### config.mk
export PLATFORM = sky130hd
export DESIGN_NAME = uart_dbtx
export DESIGN_NICKNAME = d
export VERILOG_FILES = /design/src/rtl/uart_dbtx_pkg.sv /design/src/rtl/uart_dbtx_hold.sv /design/src/rtl/uart_dbtx_par.sv /design/src/rtl/uart_dbtx_shift.sv /design/src/rtl/uart_dbtx.sv
export SDC_FILE = /design/constraint.sdc
export NUM_CORES = 1
export LEC_CHECK = 0
export ABC_AREA = 1
export BUFFER_PORTS_ARGS = -buffer_cell sky130_fd_sc_hd__buf_4
export CORE_MARGIN = 8
export CORE_UTILIZATION = 58
export CTS_CLUSTER_DIAMETER = 200
export DETAILED_ROUTE_END_ITERATION = 10
export MAX_ROUTING_LAYER = met4
export PLACE_DENSITY_LB_ADDON = 0.15
export SYNTH_ARGS = -nofsm -noshare
export SYNTH_HDL_FRONTEND = slang
export SYNTH_SLANG_ARGS = --single-unit
### constraint.sdc
create_clock -name clk -period 1.9 [get_ports clk]
set_clock_uncertainty 0.2 [all_clocks]
set_input_delay 0.57 -clock clk [delete_from_list [all_inputs] [get_ports clk]]
set_output_delay 0.57 -clock clk [all_outputs]
set_load 0.01 [all_outputs]
### src/rtl/uart_dbtx_pkg.sv
package uart_dbtx_pkg;

  typedef enum logic [2:0] {
    ST_IDLE  = 3'd0,
    ST_START = 3'd1,
    ST_DATA  = 3'd2,
    ST_PAR   = 3'd3,
    ST_STOP  = 3'd4
  } tx_state_e;

  // number of data bits for a format code
  function automatic logic [3:0] fmt_nbits(input logic [2:0] f);
    case (f)
      3'd0, 3'd1: fmt_nbits = 4'd7;
      3'd4:       fmt_nbits = 4'd9;
      default:    fmt_nbits = 4'd8;
    endcase
  endfunction

  // format carries a parity bit
  function automatic logic fmt_has_par(input logic [2:0] f);
    fmt_has_par = (f == 3'd1) || (f == 3'd3);
  endfunction

endpackage

### src/rtl/uart_dbtx_hold.sv
module uart_dbtx_hold #(
  parameter int DW = 9
) (
  input  logic          clk,
  input  logic          rst_n,
  input  logic          wr_stb,
  input  logic [DW-1:0] wr_data,
  input  logic          dbl_buf,
  input  logic          sh_idle,
  input  logic          take,
  output logic          full,
  output logic [DW-1:0] data
);

  logic          full_q, full_d;
  logic [DW-1:0] data_q;
  logic          accept;

  // single mode needs an idle shifter, both modes need an empty holder
  assign accept = wr_stb && !full_q && (dbl_buf || sh_idle);

  always_comb begin
    full_d = full_q;
    if (take)   full_d = 1'b0;
    if (accept) full_d = 1'b1;
  end

  always_ff @(posedge clk or negedge rst_n) begin
    if (!rst_n) begin
      full_q <= 1'b0;
      data_q <= '0;
    end else begin
      full_q <= full_d;
      if (accept) data_q <= wr_data;
    end
  end

  assign full = full_q;
  assign data = data_q;

endmodule

### src/rtl/uart_dbtx_par.sv
module uart_dbtx_par #(
  parameter int DW = 9,
  parameter int CW = 4
) (
  input  logic [DW-1:0] data,
  input  logic [CW-1:0] nbits,
  input  logic          odd,
  output logic          par
);

  logic [DW-1:0] used;

  // only the bits that the format sends take part
  for (genvar i = 0; i < DW; i++) begin : g_mask
    assign used[i] = data[i] && (CW'(i) < nbits);
  end

  assign par = (^used) ^ odd;

endmodule

### src/rtl/uart_dbtx_shift.sv
module uart_dbtx_shift
  import uart_dbtx_pkg::*;
#(
  parameter int DW = 9,
  parameter int CW = 4
) (
  input  logic          clk,
  input  logic          rst_n,
  input  logic          tick,
  input  logic          tx_en,
  input  logic          hold_full,
  input  logic [DW-1:0] hold_data,
  input  logic [CW-1:0] ld_nbits,
  input  logic          ld_paren,
  input  logic          ld_parbit,
  input  logic          dbl_buf,
  output logic          take,
  output logic          idle,
  output logic          txd,
  output logic          irq,
  output logic          frame_dbl
);

  tx_state_e     st_q, st_d;
  logic [DW-1:0] sh_q, sh_d;
  logic [CW-1:0] cnt_q, cnt_d, nb_q, nb_d;
  logic          pen_q, pen_d, pbit_q, pbit_d, dbl_q, dbl_d;
  logic          txd_q, txd_d, irq_d;
  logic          can_load;

  assign can_load = hold_full && tx_en;
  assign take     = tick && can_load && (st_q == ST_IDLE || st_q == ST_STOP);

  always_comb begin
    st_d   = st_q;
    sh_d   = sh_q;
    cnt_d  = cnt_q;
    nb_d   = nb_q;
    pen_d  = pen_q;
    pbit_d = pbit_q;
    dbl_d  = dbl_q;
    txd_d  = txd_q;
    irq_d  = 1'b0;
    if (tick) begin
      case (st_q)
        ST_IDLE, ST_STOP: begin
          if (can_load) begin
            st_d   = ST_START;
            txd_d  = 1'b0;
            sh_d   = hold_data;
            nb_d   = ld_nbits;
            pen_d  = ld_paren;
            pbit_d = ld_parbit;
            dbl_d  = dbl_buf;
            irq_d  = dbl_buf;
            cnt_d  = '0;
          end else begin
            st_d = ST_IDLE;
          end
        end
        ST_START: begin
          st_d  = ST_DATA;
          txd_d = sh_q[0];
          sh_d  = sh_q >> 1;
          cnt_d = CW'(1);
        end
        ST_DATA: begin
          if (cnt_q == nb_q) begin
            if (pen_q) begin
              st_d  = ST_PAR;
              txd_d = pbit_q;
            end else begin
              st_d  = ST_STOP;
              txd_d = 1'b1;
              irq_d = !dbl_q;
            end
          end else begin
            txd_d = sh_q[0];
            sh_d  = sh_q >> 1;
            cnt_d = cnt_q + CW'(1);
          end
        end
        ST_PAR: begin
          st_d  = ST_STOP;
          txd_d = 1'b1;
          irq_d = !dbl_q;
        end
        default: st_d = ST_IDLE;
      endcase
    end
  end

  always_ff @(posedge clk or negedge rst_n) begin
    if (!rst_n) begin
      st_q   <= ST_IDLE;
      sh_q   <= '0;
      cnt_q  <= '0;
      nb_q   <= '0;
      pen_q  <= 1'b0;
      pbit_q <= 1'b0;
      dbl_q  <= 1'b0;
      txd_q  <= 1'b1;
      irq    <= 1'b0;
    end else begin
      st_q   <= st_d;
      sh_q   <= sh_d;
      cnt_q  <= cnt_d;
      nb_q   <= nb_d;
      pen_q  <= pen_d;
      pbit_q <= pbit_d;
      dbl_q  <= dbl_d;
      txd_q  <= txd_d;
      irq    <= irq_d;
    end
  end

  assign idle      = (st_q == ST_IDLE);
  assign txd       = txd_q;
  assign frame_dbl = dbl_q;

endmodule

### src/rtl/uart_dbtx.sv
module uart_dbtx
  import uart_dbtx_pkg::*;
#(
  parameter int DW = 9
) (
  input  logic          clk,
  input  logic          rst_n,
  input  logic          tick,
  input  logic          tx_en,
  input  logic          wr_stb,
  input  logic [DW-1:0] wr_data,
  input  logic [2:0]    fmt,
  input  logic          par_odd,
  input  logic          dbl_buf,
  output logic          txd,
  output logic          busy,
  output logic          tx_irq
);

  localparam int CW = $clog2(DW + 1);

  logic [1:0]    rsync_q;
  logic          rst_n_s;
  logic          hold_full, sh_idle, take, frame_dbl, parbit;
  logic [DW-1:0] hold_data;
  logic [CW-1:0] ld_nbits;

  // asynchronous assert, synchronous release
  always_ff @(posedge clk or negedge rst_n) begin
    if (!rst_n) rsync_q <= 2'b00;
    else        rsync_q <= {rsync_q[0], 1'b1};
  end
  assign rst_n_s = rsync_q[1];

  assign ld_nbits = CW'(fmt_nbits(fmt));

  uart_dbtx_hold #(.DW(DW)) u_hold (
    .clk(clk), .rst_n(rst_n_s), .wr_stb(wr_stb), .wr_data(wr_data),
    .dbl_buf(dbl_buf), .sh_idle(sh_idle), .take(take),
    .full(hold_full), .data(hold_data)
  );

  uart_dbtx_par #(.DW(DW), .CW(CW)) u_par (
    .data(hold_data), .nbits(ld_nbits), .odd(par_odd), .par(parbit)
  );

  uart_dbtx_shift #(.DW(DW), .CW(CW)) u_shift (
    .clk(clk), .rst_n(rst_n_s), .tick(tick), .tx_en(tx_en),
    .hold_full(hold_full), .hold_data(hold_data), .ld_nbits(ld_nbits),
    .ld_paren(fmt_has_par(fmt)), .ld_parbit(parbit), .dbl_buf(dbl_buf),
    .take(take), .idle(sh_idle), .txd(txd), .irq(tx_irq),
    .frame_dbl(frame_dbl)
  );

  assign busy = hold_full || !sh_idle;

endmodule

==> run_results.csv, run 1 <==
group,metric,value,unit
routing,vias_per_cell,4.84,
global_route,first_global_vias,1553,
synth,mappedNetlistArea,1960,µm²
routing,drc,0,
setup_path,rr_endpoint,"u_shift.sh_q[4]",
synth,synth_nets,282,
synth,ys_types,27,
synth,yosysTopAreaCell,"dfrtp_1",
outcome,failed_checks,"setup timing",
timing,final_hold_viol_count,0,
synth,synth.ff_latch_count,36,
power,ir_drop,0.818,mV
cells_and_area,layout.nets,320,
setup_path,worstPathArrival,1.25,ns
power,leakagePower,1.26,nW
timing,fin_crit,2.02,ns
floorplan,fp.dieW,74.2,µm
global_route,grt_pass1_wl,6910,µm
setup_path,worstPathCellList,"nor2_4, inv_2, nor2_2, nand2_1, buf_6",
cts,ctsRootBufferMaster,"clkbuf_4",
floorplan,floorplan.die_area,5500,µm²
synth,yosysWarnings,0,
timing,rsz_0062_raised_after_global_routing,"true",
global_route,global_route_usage_over_all_layers,0.169,
synth,postSynthCellCount,262,
cells_and_area,synthToLayoutAreaGrowth,19.2,%
floorplan,core.rowCount,21,
setup_path,worstRegToRegCells,10,
cts,clk_transition_reported_paths,0.11,ns
global_route,grt.overflow.total,0,
floorplan,io_pins,22,
floorplan,start_util,0.598,
floorplan,die-height,74.2,µm
synth,synth.area.top_cells,"dfrtp_1 (45%), nand2_1 (19%), o21ai_0 (5.6%), inv_1 (5.5%), nor2_1 (3.6%)",
cts,cts_inserted_buffers,5,
timing,min_period_over_period,1.06,
routing,wl,4230,µm
power,pwr_density_cell,1490,nW/µm²
place,place_worst_setup_slack,0.186,ns
timing,holdWs,0.0386,ns
setup_path,timing.critical_path.slowest_stage_cell,"dfrtp_1",
cts,cts.htree.levels,2,
cells_and_area,post_route_cells_drive_above_1_share,0.223,
cts,worst_skew_pair.late_latency,0.34,ns
setup_path,critPathMaxStageDelay,0.42,ns
timing,finalMaxSlewViolations,0,
timing,setup-violations-final,1,
global_route,grt_antenna_before_repair,0,
floorplan,floorplan.core_area,3280,µm²
cts,clock_sinks,36,
routing,post_drt_wl_per_cell,12.2,µm
synth,postSynthAreaPerCell,7.50,µm²
synth,seq_area_frac_synth,0.459,
routing,dr.first_iter.drc_count,135,
timing,max_freq,0.496,GHz
setup_path,worst_ep_required_time,1.13,ns
timing,final.setup.tns,-0.118,ns
place,numPortBuffers,21,
setup_path,crit-reg2reg-launch,"u_shift.st_q[1]",
cts,cts_buffer_depth,2,
setup_path,worst_reg_to_reg_setup_slack,0.12,ns
place,hpwlAfterDp,2970,µm
timing,worst_slack,-0.118,ns
flow_run,cap_viol_max_count,0,
setup_path,cp_top_family,"flip-flops",
routing,num_vias,1679,
worst_hold_path,worst_hold_path_type,"flop to asynchronous set/reset pin",
setup_path,worst_setup_sp_type,"flop",
global_route,grt_start_max_net_pins,23,
outcome,result_of_the_run,"finished with violations",
cells_and_area,antenna_cells,0,
setup_path,critical_path_buf_inv_count,2,
timing,slew-limit-headroom,0.606,
routing,final_antenna_net_count,0,
routing,drt-pass1-iter-count,4,
synth,synth_top_area_frac,0.446,
timing,max_slew.worst_pin.slew,0.591,ns
cts,clock_tree_from_tritoncts,"done",
setup_path,critical_path.endpoint_type,"output pin",
setup_path,critical_path_class,"flop to output pin",
setup_path,timing.critical_path.fanout_max,3,
place,gp_routability_congestion,0.859,
[worst reg2reg max path: cells and delay by family, from the launching register on]
family / cells / cell delay, ns
AND/OR/NAND/NOR: 5 / 0.47
buffers and inverters: 4 / 0.44
flip-flops: 1 / 0.42
AO/OA/AOI/OAI: 1 / 0.15
[worst max-delay path by stage]
| stage | start | end | depth (start not counted) |
|---|---|---|---|
| 6_report | u_shift.st_q[0] | busy | 5 |
| 5_1_grt | u_shift.st_q[0] | busy | 5 |
| 4_1_cts | u_shift.st_q[1] | busy | 5 |
| 3_5_place_dp | fmt[2] | u_shift.pbit_q | 11 |
| 3_3_place_gp | u_shift.st_q[0] | busy | 5 |
| 2_1_floorplan | u_shift.st_q[0] | busy | 4 |
[metal layers]
| metal | GRT usage | vias up | routed length [µm] |
|---|---|---|---|
| met5 | - | - | 0 |
| met3 | 0.0485 | 8 | 159 |
| met1 | 0.204 | 751 | 2040 |
| met2 | 0.252 | 34 | 1930 |
| li1 | - | 886 | - |
| met4 | 0.0843 | 0 | 95 |
[per-stage QoR]
stage,cells,area (µm²),power [mW],util
floorplan,262,1960,2.52,-
global placement,329,2180,2.81,0.663
detailed placement,329,2180,2.86,0.663
CTS,341,2270,3.35,0.692
global route,347,2340,3.80,0.713
finish,347,2340,3.48,0.713
[cells by family (layout without fill, tap and decap cells)]
| group | after synthesis | after routing | share of synthesized area |
|---|---|---|---|
| fa+ha+maj | 1 | 1 | 0.00637 |
| buf+inv | 41 | 79 | 0.0955 |
| xor+xnor | 2 | 2 | 0.00892 |
| other cells | 1 | 1 | 0.00191 |
| simple gates | 141 | 142 | 0.304 |
| compound gates | 40 | 40 | 0.124 |
| flops | 36 | 36 | 0.459 |
[cell usage in the layout, fill, tap and decap left out, drive strengths merged, types with 2 or more instances in the layout]
cell / n
xor2: 2
o21ai: 28
clkbuf: 8
a21oi: 11
nand2: 106
nor2: 23
dfrtp: 35
buf: 33
nand3: 9
inv: 37
nand4: 3
[synthesized netlist by cell type]
| library cell | number |
|---|---|
| nor2_1 | 19 |
| buf_12 | 1 |
| a21oi_1 | 10 |
| nand2_1 | 102 |
| inv_1 | 29 |
| inv_2 | 6 |
| inv_4 | 2 |
| a21oi_4 | 1 |
| nand2_4 | 3 |
| nand4_1 | 3 |
| o211ai_4 | 1 |
| conb_1 | 1 |
| buf_2 | 1 |
| o21ai_0 | 22 |
| buf_4 | 1 |
| nor2_2 | 2 |
| nor2_4 | 2 |
| nand3_2 | 1 |
| nand3_1 | 8 |
| dfrtp_1 | 35 |
| ha_1 | 1 |
| or2_2 | 1 |
| dfstp_2 | 1 |
| o21ai_2 | 4 |
| xor2_1 | 2 |
| o21ai_1 | 2 |
| buf_6 | 1 |
[final cells by class]
class / instances / area (µm²)
fill: 272 / 943
multi-input combinational: 186 / 905
sequential: 36 / 902
timing repair buffer: 34 / 274
inverter: 37 / 144
clock buffer: 8 / 58.8
tap: 46 / 57.6
[report_power, final]
part | internal (mW) | switching, mW
logic | 0.699 | 1.08
registers | 1.07 | 0.201
clock network | 0.183 | 0.251
[sequential cells by signal, indices dropped and copies added (netlist names)]
| name | flops |
|---|---|
| u_shift.pen_q | 1 |
| u_shift.nb_q | 3 |
| u_hold.full | 1 |
| u_hold.data | 9 |
| rsync_q | 2 |
| u_shift.cnt_q | 4 |
| u_shift.frame_dbl | 1 |
| u_shift.st_q | 3 |
| u_shift.irq | 1 |
| u_shift.sh_q | 9 |
| u_shift.pbit_q | 1 |
| u_shift.txd | 1 |
[what timing repair did]
action,in CTS,in global routing
hold endpoints to repair,2,0
pin swaps,1,2
hold buffers,1,0
cloned,0,1
resized for setup,1,5
buffers inserted,3,5
setup endpoints to repair,1,14
Power figures use the tool's default switching activity.
==> inputs of run 2 (changes only) <==
==> constraint.sdc (replaced) <==
create_clock -name clk -period 1.9 [get_ports clk]
set_clock_uncertainty 0.2 [all_clocks]
set_input_delay 0 -clock clk [delete_from_list [all_inputs] [get_ports clk]]
set_output_delay 0 -clock clk [all_outputs]
set_load 0.01 [all_outputs]
==> run 2 against run 1 <==
  * The flow now finishes without violations
  * Total power fell by 6.1%
  * First-iteration DRC count shrank 7.4%
  * Hold slack improved by 0.023 ns
  * Wire length is 2.3% lower
  * Sequential cell count did not move
  * Via count grew 0.77%
  * Sequential power hardly changed
  * Register-to-register slack improved by 0.04 ns
  * Count of clock-buffer cells in the layout did not move
  * Combinational power is 12% lower
  * Worst setup slack better by 0.28 ns
  * Clock power is 1% higher
==> run_results.csv, run 2 (same netlist as run 1, synthesis figures left out) <==
group,metric,value,unit
timing,max_freq,0.575,GHz
setup_path,crit-reg2reg-launch,"u_shift.st_q[2]",
floorplan,fp.dieW,74.2,µm
timing,fin_crit,1.74,ns
global_route,grt.overflow.total,0,
cells_and_area,post-route-util,0.731,
setup_path,worstPathCellList,"inv_2, nand3_2, nand2_4, inv_4, a21oi_4, nand2_4, inv_4, nand2_1, o21ai_2",
routing,wl,4130,µm
cts,worst_skew_pair.late_latency,0.35,ns
cts,cts_buffer_depth,2,
cells_and_area,layout.filler_cells,265,
place,numPortBuffers,21,
cells_and_area,commonest_non_fill_non_tap_cell_in_the_layout,"nand2_1",
worst_hold_path,worst_hold_path_type,"flop to asynchronous set/reset pin",
routing,drc,0,
cts,clock_tree_from_tritoncts,"done",
setup_path,worst_ep_required_time,1.99,ns
setup_path,cp_top_family,"simple AND/OR/NAND/NOR gates",
floorplan,io_pins,22,
cells_and_area,finish.cell_count_without_fillers,354,
cts,ctsResizeCount,0,
cts,ctsRootBufferMaster,"clkbuf_4",
flow_run,cap_viol_max_count,0,
routing,final_antenna_net_count,0,
cells_and_area,register_area,902,µm²
timing,final.setup.tns,0,ns
timing,finalMaxSlewViolations,0,
setup_path,critical_path_class,"flop to flop",
timing,setup-violations-final,0,
routing,post_drt_wl_per_cell,11.7,µm
cts,cts.htree.levels,2,
setup_path,crit_start,"u_shift.st_q[2]",
setup_path,worst_setup_sp_type,"flop",
cells_and_area,multi_input_logic_area,875,µm²
global_route,grt_start_max_net_pins,35,
routing,vias_per_cell,4.78,
setup_path,timing.critical_path.fanout_max,17,
cts,cts_inserted_buffers,5,
cts,clk_transition_reported_paths,0.11,ns
cts,cts.hold.buffers_added,19,
outcome,result_of_the_run,"complete, no violations",
floorplan,die-height,74.2,µm
routing,drt-pass1-iter-count,4,
floorplan,floorplan.die_area,5500,µm²
place,hpwlAfterDp,2930,µm
floorplan,start_util,0.598,
cells_and_area,synthToLayoutAreaGrowth,22.2,%
cells_and_area,post_route_cells_drive_above_1_share,0.172,
global_route,grt_pass1_wl,6980,µm
floorplan,core.rowCount,21,
setup_path,critical_path_buf_inv_count,3,
cells_and_area,antenna_cells,0,
routing,num_vias,1692,
cts,cts.repair_timing.setup_buffer_count,0,
timing,rsz_0062_raised_after_global_routing,"false",
place,gp_routability_congestion,0.973,
timing,min_period_over_period,0.915,
place,placed_cells_incl_taps,327,
power,leakagePower,1.27,nW
cells_and_area,mostFrequentLayoutCells,"nand2_1 (102), dfrtp_1 (35), inv_1 (29)",
floorplan,floorplan.core_area,3280,µm²
cells_and_area,layout.nets,327,
cts,clock_sinks,36,
timing,holdWs,0.0612,ns
global_route,grt_antenna_before_repair,0,
power,ir_drop,0.770,mV
timing,final_hold_viol_count,0,
setup_path,timing.critical_path.slowest_stage_cell,"dfrtp_1",
setup_path,critPathMaxStageDelay,0.45,ns
setup_path,critical_path.endpoint_type,"flop",
power,pwr_density_cell,1360,nW/µm²
global_route,global_route_usage_over_all_layers,0.176,
setup_path,worstPathArrival,1.83,ns
global_route,first_global_vias,1566,
routing,dr.first_iter.drc_count,125,
run 2: where the power goes:
part           switching (mW)  total, mW  internal (mW)
combinational           0.998       1.56          0.560
sequential              0.204       1.27           1.07
clock                   0.257      0.439          0.183
total                    1.46       3.27           1.81
run 2: final timing paths:
check | slack (ns) | cells past startpoint | end
worst max-delay path | 0.16 | 9 | u_shift.cnt_q[3]
worst min-delay path | 0.06 | 1 | u_shift.sh_q[6]
worst max register to register | 0.16 | 9 | u_shift.cnt_q[3]
worst min register to register | 0.06 | 1 | u_shift.sh_q[6]
max in group asynchronous | 1.06 | 3 | rsync_q[0]
min in group clk | 0.08 | 9 | u_shift.pbit_q
run 2: through the flow:
step                worst slack [ns]  total power [mW]  area [µm²]
finish                         0.162              3.27        2400
global route                 0.00834              3.57        2400
global placement               0.232              2.77        2150
CTS                            0.158              3.28        2400
floorplan                      0.373              2.52        1960
detailed placement             0.190              2.81        2150
run 2: cell type report:
type                       count  share of cell area
clock buffer                   8              0.0245
inverter                      37              0.0600
multi-input combinational    185               0.364
sequential                    36               0.376
tap                           46              0.0240
timing repair buffer          42               0.151
run 2: metal layers:
metal,wire (µm),global-route usage,vias to the layer above
li1,-,-,895
met3,190,0.0512,6
met5,0,-,-
met4,72,0.0754,0
met1,1910,0.202,754
met2,1960,0.280,37
==> inputs of run 3 (changes only) <==
ABC_AREA = not set   (was 1)
CORE_UTILIZATION = 57   (was 58)
PLACE_DENSITY_LB_ADDON = 0.2   (was 0.15)
==> run 3 against run 2 <==
  * The flow now finishes with violations (hold timing)
  * Sequential power grew 7%
  * Total power grew 17%
  * Highest routed layer unchanged
  * Count of clock-buffer cells in the layout unchanged
  * Design area up 1.3%
  * Global-route usage down 0.53 points
  * Non-clock buffer count grew 12
  * Utilization up 6.5 points
  * Synthesized cell count fell by 40%
  * Worst setup slack worse by 0.14 ns
  * Wire length fell by 2.2%
  * Critical path depth down 4
  * Sequential cell count is the same
==> run_results.csv, run 3 <==
group,metric,value,unit
outcome,result_of_the_run,"finished with violations",
outcome,failed_checks,"hold timing",
cts,cts.htree.levels,2,
setup_path,critical_path.endpoint_type,"flop",
synth,mappedNetlistArea,1830,µm²
global_route,grt_antenna_before_repair,0,
place,gp_routability_congestion,0.843,
synth,ys_types,41,
setup_path,worst_setup_sp_type,"flop",
setup_path,cp_top_family,"simple AND/OR/NAND/NOR gates",
place,hpwlAfterDp,2740,µm
routing,wl,4040,µm
synth,synth_nets,176,
synth,synth_top_area_frac,0.479,
cells_and_area,synthToLayoutAreaGrowth,32.9,%
synth,synth.area.top_cells,"dfrtp_1 (48%), mux2_2 (12%), mux2_4 (6.6%), xnor2_1 (4.8%), nand2_1 (2.3%)",
setup_path,timing.critical_path.slowest_stage_cell,"dfrtp_1",
floorplan,floorplan.core_area,3050,µm²
routing,num_vias,1405,
cts,cts_inserted_buffers,5,
cells_and_area,layout.filler_cells,195,
routing,final_antenna_net_count,0,
synth,synth-main-ff-cell,"dfrtp_1",
setup_path,timing.critical_path.fanout_max,6,
setup_path,worstPathCellList,"and3_1, o211ai_2, a31o_1, and3_4, mux2_4",
routing,dr.first_iter.drc_count,82,
synth,async_reset_ff_frac,1.00,
timing,fin_crit,1.87,ns
synth,postSynthCellCount,156,
timing,rsz_0062_raised_after_global_routing,"true",
timing,max_freq,0.534,GHz
place,place_worst_setup_slack,-0.0186,ns
synth,postSynthAreaPerCell,11.7,µm²
routing,vias_per_cell,5.45,
routing,post_drt_wl_per_cell,15.7,µm
cells_and_area,layout.nets,233,
synth,synth_common_cells,"dfrtp_1 (35), mux2_2 (20), nand2_1 (11), xnor2_1 (10), mux2_4 (8)",
cells_and_area,post_route_cells_drive_above_1_share,0.379,
power,leakagePower,1.11,nW
timing,final_hold_viol_count,1,
cts,clk_transition_reported_paths,0.10,ns
floorplan,die-height,72.6,µm
power,power_consumption,3.83,mW
routing,drc,0,
cells_and_area,multi_input_logic_area,918,µm²
timing,holdWs,-0.0192,ns
synth,yosysTopAreaCell,"dfrtp_1",
synth,synth.ff_latch_count,36,
cts,cts_buffer_depth,2,
timing,setup-violations-final,0,
worst_hold_path,worst_hold_path_type,"input pin to flop",
timing,final.setup.tns,0,ns
global_route,grt_pass1_wl,6770,µm
routing,drt-pass1-iter-count,4,
setup_path,worst_ep_required_time,1.92,ns
floorplan,floorplan.die_area,5280,µm²
timing,finalMaxSlewViolations,0,
global_route,grt.overflow.total,0,
setup_path,worstPathArrival,1.89,ns
synth,seq_area_frac_synth,0.493,
synth,yosysWarnings,0,
cts,clock_tree_from_tritoncts,"done",
floorplan,core.rowCount,20,
setup_path,critPathMaxStageDelay,0.42,ns
floorplan,fp.dieW,72.6,µm
cts,ctsRootBufferMaster,"clkbuf_4",
flow_run,cap_viol_max_count,0,
global_route,first_global_vias,1468,
power,ir_drop,0.930,mV
floorplan,start_util,0.599,
power,pwr_density_cell,1580,nW/µm²
setup_path,critical_path_buf_inv_count,0,
timing,min_period_over_period,0.986,
cells_and_area,register_area,902,µm²
global_route,grt_start_max_net_pins,35,
setup_path,critical_path_class,"flop to flop",
global_route,global_route_usage_over_all_layers,0.171,
cts,clock_sinks,36,
cts,worst_skew_pair.late_latency,0.33,ns
cells_and_area,mostFrequentLayoutCells,"buf_4 (35), dfrtp_1 (35), mux2_2 (18), dlygate4sd3_1 (18)",
floorplan,io_pins,22,
cells_and_area,antenna_cells,0,
synth,yosysMostFrequentCell,"dfrtp_1",
timing,worst_slack,0.0261,ns
synth,synth-edff-count,0,
place,numPortBuffers,21,
-- run 3: final timing paths --
check	startpoint	endpoint	slack [ns]	cells past startpoint
min reg2reg	rsync_q[1]	u_hold.full	0.07	1
max in group asynchronous	rst_n	rsync_q[0]	1.03	3
min	wr_stb	u_hold.full	-0.02	4
max reg2reg	u_shift.cnt_q[2]	u_shift.sh_q[7]	0.03	5
min in group asynchronous	rsync_q[1]	u_hold.full	0.07	1
max	u_shift.cnt_q[2]	u_shift.sh_q[7]	0.03	5
-- run 3: cell type report --
type,instances,share of cell area
clock buffer,8,0.0283
inverter,6,0.00927
multi-input combinational,110,0.378
sequential,36,0.371
tap,44,0.0227
timing repair buffer,54,0.191
-- run 3: logic make-up (layout without fill, tap and decap cells) --
logic type / count (synthesis) / count (layout) / share of synthesized area
flip-flops: 36 / 36 / 0.494
AND/OR/NAND/NOR: 41 / 42 / 0.121
other: 1 / 1 / 0.00205
XOR/XNOR: 10 / 10 / 0.0479
adder cells (fa/ha/maj): 1 / 1 / 0.00684
multiplexers: 29 / 29 / 0.194
buffers and inverters: 11 / 68 / 0.0281
AO/OA/AOI/OAI: 27 / 27 / 0.106
-- run 3: report_power, final --
group	leakage [nW]	internal [mW]	switching, mW
logic	0.634	1.19	0.816
registers	0.441	1.10	0.263
clock network	0.0386	0.218	0.244
-- run 3: tightest hold or removal path, cell delays in order --
cell	delay, ns
buf_4	0.11
nor2b_1	0.15
o21ai_4	0.16
nand2_1	0.07
-- run 3: per-stage QoR --
| step | utilization | cells | area (µm²) | hold WS (ns) |
|---|---|---|---|---|
| after CTS | 0.776 | 254 | 2370 | 0.0225 |
| after global routing | 0.796 | 258 | 2430 | 0.000751 |
| after detailed placement | 0.693 | 228 | 2110 | -0.416 |
| final | 0.796 | 258 | 2430 | -0.0192 |
| after floorplan | - | 156 | 1840 | -0.496 |
| after global placement | 0.693 | 228 | 2110 | -0.418 |
-- run 3: routing by layer --
layer / wire (µm) / track usage / share of wire / vias to the layer above
met3: 129 / 0.0398 / 0.032 / 6
met2: 2090 / 0.284 / 0.52 / 25
met4: 54 / 0.0578 / 0.013 / 0
met1: 1760 / 0.198 / 0.44 / 707
met5: 0 / - / 0 / -
li1: - / - / - / 667
-- run 3: repair_timing --
item                                   4_1_cts  5_1_grt
endpoints found under the hold margin       25        4
resized for setup                            2        4
setup endpoints to repair                    3       31
pin swaps                                    1        2
buffers inserted                             0        3
gates cloned                                 1        0
hold buffers                                17        1
